`config.mk`:
```
export PLATFORM = sky130hd
export DESIGN_NAME = vfield_gen
export DESIGN_NICKNAME = d
export VERILOG_FILES = /design/src/rtl/vfg_pkg.sv /design/src/rtl/vfg_line_counter.sv /design/src/rtl/vfg_field_flags.sv /design/src/rtl/vfield_gen.sv
export SDC_FILE = /design/constraint.sdc
export NUM_CORES = 1
export LEC_CHECK = 0
export CAP_MARGIN = 30
export CORE_ASPECT_RATIO = 2
export CORE_MARGIN = 3
export CORE_UTILIZATION = 48
export DETAILED_ROUTE_END_ITERATION = 10
export PLACE_DENSITY = 0.95
export RECOVER_POWER = 25
export SYNTH_ARGS = -nofsm -noshare
export SYNTH_HDL_FRONTEND = slang
export SYNTH_HIERARCHICAL = 1
export SYNTH_SLANG_ARGS = --single-unit
```
`constraint.sdc`:
```
create_clock -name clk -period 9.43 [get_ports clk]
set_input_delay 1.886 -clock clk [delete_from_list [all_inputs] [get_ports clk]]
set_output_delay 1.886 -clock clk [all_outputs]
set_load 0.02 [all_outputs]
```
`src/rtl/vfg_pkg.sv`:
```
package vfg_pkg;

    localparam int unsigned NUM_FLAGS  = 4;
    localparam int unsigned IDX_VBLANK = 0;
    localparam int unsigned IDX_FSYNC  = 1;
    localparam int unsigned IDX_FDIG   = 2;
    localparam int unsigned IDX_VSYNC  = 3;

    typedef enum logic {
        FIELD_ONE = 1'b0,
        FIELD_TWO = 1'b1
    } field_e;

    // Packed so that member order matches the inversion-mask bit order.
    typedef struct packed {
        logic vsync;
        logic fdig;
        logic fsync;
        logic vblank;
    } flags_t;

    function automatic logic in_span(input int unsigned line,
                                     input int unsigned first,
                                     input int unsigned last);
        return (line >= first) && (line <= last);
    endfunction

endpackage

```
`src/rtl/vfg_line_counter.sv`:
```
module vfg_line_counter
    import vfg_pkg::*;
#(
    parameter int unsigned LINE_W = 11
) (
    input  logic              clk,
    input  logic              rst,
    input  logic              line_stb,
    input  logic              frame_ref,
    input  logic              interlaced,
    input  logic [LINE_W-1:0] line_offset,
    input  logic [LINE_W-1:0] total_f1,
    input  logic [LINE_W-1:0] total_f2,
    output logic [LINE_W-1:0] nxt_line,
    output field_e            nxt_field
);

    logic [LINE_W-1:0] cur_line;
    field_e            cur_field;
    logic [LINE_W-1:0] cur_total;

    always_comb begin
        cur_total = (cur_field == FIELD_TWO) ? total_f2 : total_f1;
        if (frame_ref) begin
            nxt_line  = line_offset + LINE_W'(1);
            nxt_field = FIELD_ONE;
        end else if (cur_line >= cur_total) begin
            nxt_line  = LINE_W'(1);
            nxt_field = (interlaced && cur_field == FIELD_ONE) ? FIELD_TWO : FIELD_ONE;
        end else begin
            nxt_line  = cur_line + LINE_W'(1);
            nxt_field = cur_field;
        end
    end

    always_ff @(posedge clk) begin
        if (rst) begin
            cur_line  <= LINE_W'(1);
            cur_field <= FIELD_ONE;
        end else if (line_stb) begin
            cur_line  <= nxt_line;
            cur_field <= nxt_field;
        end
    end

    // field only changes on a wrap
    assert_field_hold_R7: assert property (@(posedge clk) disable iff (rst)
        (line_stb && !frame_ref && cur_line < cur_total) |=> $stable(cur_field));

    // a reference on a strobe always lands in field 1
    assert_ref_field1_R8: assert property (@(posedge clk) disable iff (rst)
        (line_stb && frame_ref) |=> (cur_field == FIELD_ONE));

    // no movement without a strobe
    assert_count_idle_R10: assert property (@(posedge clk) disable iff (rst)
        !line_stb |=> ($stable(cur_line) && $stable(cur_field)));

endmodule

```
`src/rtl/vfg_field_flags.sv`:
```
module vfg_field_flags
    import vfg_pkg::*;
#(
    parameter int unsigned LINE_W = 11
) (
    input  logic                 clk,
    input  logic                 rst,
    input  logic                 line_stb,
    input  logic                 interlaced,
    input  logic [NUM_FLAGS-1:0] pol_inv,
    input  logic [LINE_W-1:0]    nxt_line,
    input  field_e               nxt_field,
    input  logic [LINE_W-1:0]    vs_first [2],
    input  logic [LINE_W-1:0]    vs_last  [2],
    input  logic [LINE_W-1:0]    vb_first [2],
    input  logic [LINE_W-1:0]    vb_last  [2],
    output flags_t               flags_q
);

    logic   fs_q, fd_q;
    logic   fs_d, fd_d;
    flags_t raw_d;
    int unsigned fidx;

    always_comb begin
        fidx = (nxt_field == FIELD_TWO) ? 1 : 0;
        if (!interlaced) begin
            fs_d = 1'b0;
            fd_d = 1'b0;
        end else begin
            fs_d = (nxt_line == vs_first[fidx]) ? (nxt_field == FIELD_ONE) : fs_q;
            fd_d = (nxt_line == vb_first[fidx]) ? (nxt_field == FIELD_TWO) : fd_q;
        end
        raw_d.vblank = in_span(int'(nxt_line), int'(vb_first[fidx]), int'(vb_last[fidx]));
        raw_d.vsync  = in_span(int'(nxt_line), int'(vs_first[fidx]), int'(vs_last[fidx]));
        raw_d.fsync  = fs_d;
        raw_d.fdig   = fd_d;
    end

    always_ff @(posedge clk) begin
        if (rst) begin
            fs_q    <= 1'b0;
            fd_q    <= 1'b0;
            flags_q <= flags_t'(pol_inv);
        end else if (line_stb) begin
            fs_q    <= fs_d;
            fd_q    <= fd_d;
            flags_q <= flags_t'(raw_d) ^ flags_t'(pol_inv);
        end
    end

    // progressive mode keeps both field flags low
    assert_prog_low_R6: assert property (@(posedge clk) disable iff (rst)
        (line_stb && !interlaced) |=> (!fs_q && !fd_q));

    // field sync moves only on the first sync line
    assert_fsync_edge_R4: assert property (@(posedge clk) disable iff (rst)
        (line_stb && interlaced && nxt_line != vs_first[fidx]) |=> $stable(fs_q));

    // digital field moves only on the first blanking line
    assert_fdig_edge_R5: assert property (@(posedge clk) disable iff (rst)
        (line_stb && interlaced && nxt_line != vb_first[fidx]) |=> $stable(fd_q));

    // outputs hold between strobes
    assert_out_hold_R10: assert property (@(posedge clk) disable iff (rst)
        !line_stb |=> $stable(flags_q));

endmodule

```
`src/rtl/vfield_gen.sv`:
```
module vfield_gen
    import vfg_pkg::*;
#(
    parameter int unsigned LINE_W = 11
) (
    input  logic                 clk,
    input  logic                 rst,
    input  logic                 line_stb,
    input  logic                 frame_ref,
    input  logic                 interlaced,
    input  logic [LINE_W-1:0]    line_offset,
    input  logic [NUM_FLAGS-1:0] pol_inv,
    input  logic [LINE_W-1:0]    f1_total,
    input  logic [LINE_W-1:0]    f1_vs_first,
    input  logic [LINE_W-1:0]    f1_vs_last,
    input  logic [LINE_W-1:0]    f1_vb_first,
    input  logic [LINE_W-1:0]    f1_vb_last,
    input  logic [LINE_W-1:0]    f2_total,
    input  logic [LINE_W-1:0]    f2_vs_first,
    input  logic [LINE_W-1:0]    f2_vs_last,
    input  logic [LINE_W-1:0]    f2_vb_first,
    input  logic [LINE_W-1:0]    f2_vb_last,
    output logic                 vblank_o,
    output logic                 fsync_o,
    output logic                 fdig_o,
    output logic                 vsync_o
);

    logic [LINE_W-1:0] nxt_line;
    field_e            nxt_field;
    flags_t            flags_q;

    logic [LINE_W-1:0] vs_first [2];
    logic [LINE_W-1:0] vs_last  [2];
    logic [LINE_W-1:0] vb_first [2];
    logic [LINE_W-1:0] vb_last  [2];

    assign vs_first[0] = f1_vs_first;
    assign vs_first[1] = f2_vs_first;
    assign vs_last[0]  = f1_vs_last;
    assign vs_last[1]  = f2_vs_last;
    assign vb_first[0] = f1_vb_first;
    assign vb_first[1] = f2_vb_first;
    assign vb_last[0]  = f1_vb_last;
    assign vb_last[1]  = f2_vb_last;

    vfg_line_counter #(.LINE_W(LINE_W)) u_count (
        .clk         (clk),
        .rst         (rst),
        .line_stb    (line_stb),
        .frame_ref   (frame_ref),
        .interlaced  (interlaced),
        .line_offset (line_offset),
        .total_f1    (f1_total),
        .total_f2    (f2_total),
        .nxt_line    (nxt_line),
        .nxt_field   (nxt_field)
    );

    vfg_field_flags #(.LINE_W(LINE_W)) u_flags (
        .clk        (clk),
        .rst        (rst),
        .line_stb   (line_stb),
        .interlaced (interlaced),
        .pol_inv    (pol_inv),
        .nxt_line   (nxt_line),
        .nxt_field  (nxt_field),
        .vs_first   (vs_first),
        .vs_last    (vs_last),
        .vb_first   (vb_first),
        .vb_last    (vb_last),
        .flags_q    (flags_q)
    );

    assign vblank_o = flags_q.vblank;
    assign fsync_o  = flags_q.fsync;
    assign fdig_o   = flags_q.fdig;
    assign vsync_o  = flags_q.vsync;

endmodule

```
==> results.ini <==
[power]
p_per_area_nw_per_um2=80.7
power_leakage_nw=1.82
ir_worst_vdd_uv=57.3
total_power_mw=0.387

[setup_path]
critPathBufInv=3
crit_fanout=20
cp_cell_sequence=clkdlybuf4s50_1, mux2_2, ha_1, nor2b_1, o21ai_0, a221oi_4, mux2i_1, nor2_4, buf_16, buf_4, mux2i_1, ha_1, nand4_1, a211oi_1, a2111o_1, a221oi_2, xor2_1
critPathArrivalTime_ps=6970
cp_data_required_time_ps=9420
path_delay_family=compound AO/OA/AOI/OAI gates
crit_path_end_kind=flop
critPathKind=primary input to flop
slowest_stage=a221oi_4
startpoint_type=primary input
slowest_delay_ps=720

[timing]
finalSetupViolations=0
tightest_slew_ps=1010
fin_setup_tns_ps=0
finClkSkew_ps=2.39
slew_viol_final=0
hold_viol=0
max_freq_ghz=0.143
finalCritPeriodShare_pct=74.0
rsz0062_at_grt=false
slew_headroom_pct=32.1
fin_crit_ps=6980

[synth]
synth_area_per_cell_um2=8.30
synthAdderAreaFrac_pct=21.8
yosys.area_share.simple_pct=22.9
ys_seq_area_share_pct=12.2
synth_top_family_by_area=simple AND/OR/NAND/NOR gates
synth-warning-count=6
yosys.area.top_type=ha_1
synth_cell_types=47
syn_nets=581
async_flop_share_pct=0
synthMuxAreaShare_pct=17.6
synth_flop_cell=dfxtp_1
ys_ff_latch=18
yosys-top-cells-area=ha_1, mux2i_1, dfxtp_1
synth_top_area_share_pct=21.8
synth_edf_count=4
synth_area_um2=3270
synth_compound_area_share_pct=18.0
synth_xor_area_share_pct=4.82
synthCells=394

[die]
num_rows=42
die_y_um=123
die_area_um2=7900
core_area_um2=6620
ioPinCount=134
initial_core_util_pct=49.4
dieWidth_um=64.4

[detailed_routing]
detail_route.wl_per_cell_um=19.1
viasPerCell=6.26
wl_um=11600
drtIter0Drc=201
dr.pass1.iters=5
antenna_left=0
drt_drc_violations_left=0
route.vias.total=3809

[placement]
routabilityCongestion=0.907
io_buffers=133
dp_hpwl_um=9650

[global_routing]
grt_antenna_before_repair=0
grt_pass1_vias=3889
grt_overflow_total=0
grt_pass1_wl_um=17800
grt_max_degree=27
grtUsageTotal_pct=28.6

[min_path]
hold_class=flop to flop

[outcome]
status=finished, final reports clean

[final_layout]
areaGrowthSynthToFinish_pct=46.7
num_antenna_cells=0
drive_gt1_share_pct=4.81
nets=708

[clocking]
cts_tree=built
htree_levels=1
root_buffer=clkbuf_16
cts_setup_buffers=0
numCtsBuffers=3
clkLatencyLatePin_ps=260
clk_pin_slew_ps=60
hold_buffers=0
clock-sinks=18
cts_buffer_depth=2
cts_resized=0

[job]
drv_cap=0

layout by cell type, fill, tap and decap left out, types with 3 or more instances in the layout:
cell             count
o211ai_1             9
a211oi_1             3
nor3_1               6
nand3_1              8
a31oi_1             10
inv_1                6
nand2b_1             3
and3b_1              4
a21oi_1             34
edfxtp_1             4
mux2i_1             52
clkbuf_16            3
dfxtp_1             14
clkdlybuf4s50_1    128
ha_1                57
nor3b_1              3
nand4_1             15
and2_1               4
xnor2_1             11
xor2_1               7
nor2b_1             18
nor2_1              20
dlygate4sd3_1        5
mux2_2               5
o21ai_0             23
nand2_1             36
worst paths after layout:
check,start,end,slack [ps],cells after the start
setup / recovery,f2_total[0],u_flags/flags_q[0],2450,17
hold / removal,u_flags/fd_q,u_flags/fd_q,480,2
setup reg to reg,u_count/cur_field,u_flags/flags_q[0],3460,16
hold reg to reg,u_flags/fd_q,u_flags/fd_q,480,2
cell usage after synthesis (3+ instances only):
cell type / count
ha_1: 57
mux2i_1: 52
nand2_1: 36
a21oi_1: 34
o21ai_0: 23
nor2_1: 21
nor2b_1: 18
nand4_1: 15
dfxtp_1: 14
xnor2_1: 11
a31oi_1: 10
o211ai_1: 9
nand3_1: 8
clkbuf_1: 7
xor2_1: 7
inv_1: 6
nor3_1: 6
buf_2: 5
mux2_2: 5
and2_1: 4
and3b_1: 4
edfxtp_1: 4
a211oi_1: 3
nand2b_1: 3
nor3b_1: 3
metal layers:
| layer | up-vias | GRT usage, % | routed length, um |
|---|---|---|---|
| li1 | 1743 | - | - |
| met1 | 1756 | 23.5 | 3580 |
| met2 | 237 | 55.8 | 6140 |
| met3 | 73 | 4.76 | 887 |
| met4 | 0 | 25.0 | 975 |
| met5 | - | 0 | 0 |
through the flow:
stage	hold WS (ps)	cells	utilization, %	instance area (um^2)	worst slack [ps]
final	476	608	72.5	4800	2450
after global routing	500	608	72.5	4800	2240
after CTS	473	608	72.5	4800	2560
after detailed placement	465	604	71.3	4720	2280
after global placement	439	602	70.5	4670	2170
after floorplan	425	394	-	3270	3950
report_power, final:
part / total (mW) / internal, mW / leakage, nW / switching (mW)
registers: 0.0919 / 0.0845 / 0.155 / 0.00745
logic: 0.204 / 0.106 / 1.63 / 0.0985
clock network: 0.0910 / 0.0567 / 0.0385 / 0.0343
total: 0.387 / 0.247 / 1.82 / 0.140
worst register-to-register path, cell delays in order, from the launching register on:
cell and delay [ps]:
dfxtp_1 860, mux2_2 420, ha_1 270, nor2b_1 110, o21ai_0 260, a221oi_4 720, mux2i_1 240, nor2_4 470
buf_16 240, buf_4 300, mux2i_1 330, ha_1 310, nand4_1 170, a211oi_1 80, a2111o_1 430, a221oi_2 340
xor2_1 150
flip-flops by register name, indices dropped and copies added, names as in the netlist:
signal,flops
u_count/cur_field,1
u_count/cur_line,11
u_flags/fd_q,1
u_flags/flags_q,4
u_flags/fs_q,1
cell type report:
cell class | instances | area, um^2
clock inverters | 1 | 3.75
clock buffers | 3 | 75.1
repair buffers | 136 | 1390
fillers | 504 | 1820
well taps | 88 | 110
inverters | 6 | 22.5
multi-input cells | 356 | 2790
flip-flops and latches | 18 | 400
cell families after synthesis:
group,Yosys count
AOI/OAI and AO/OA,92
xor gates and xnor gates,18
adders and majority gates,57
buffers and inverters,20
DFF,18
muxes,57
and+or+nand+nor,132
(Power assumes the default switching activity.)
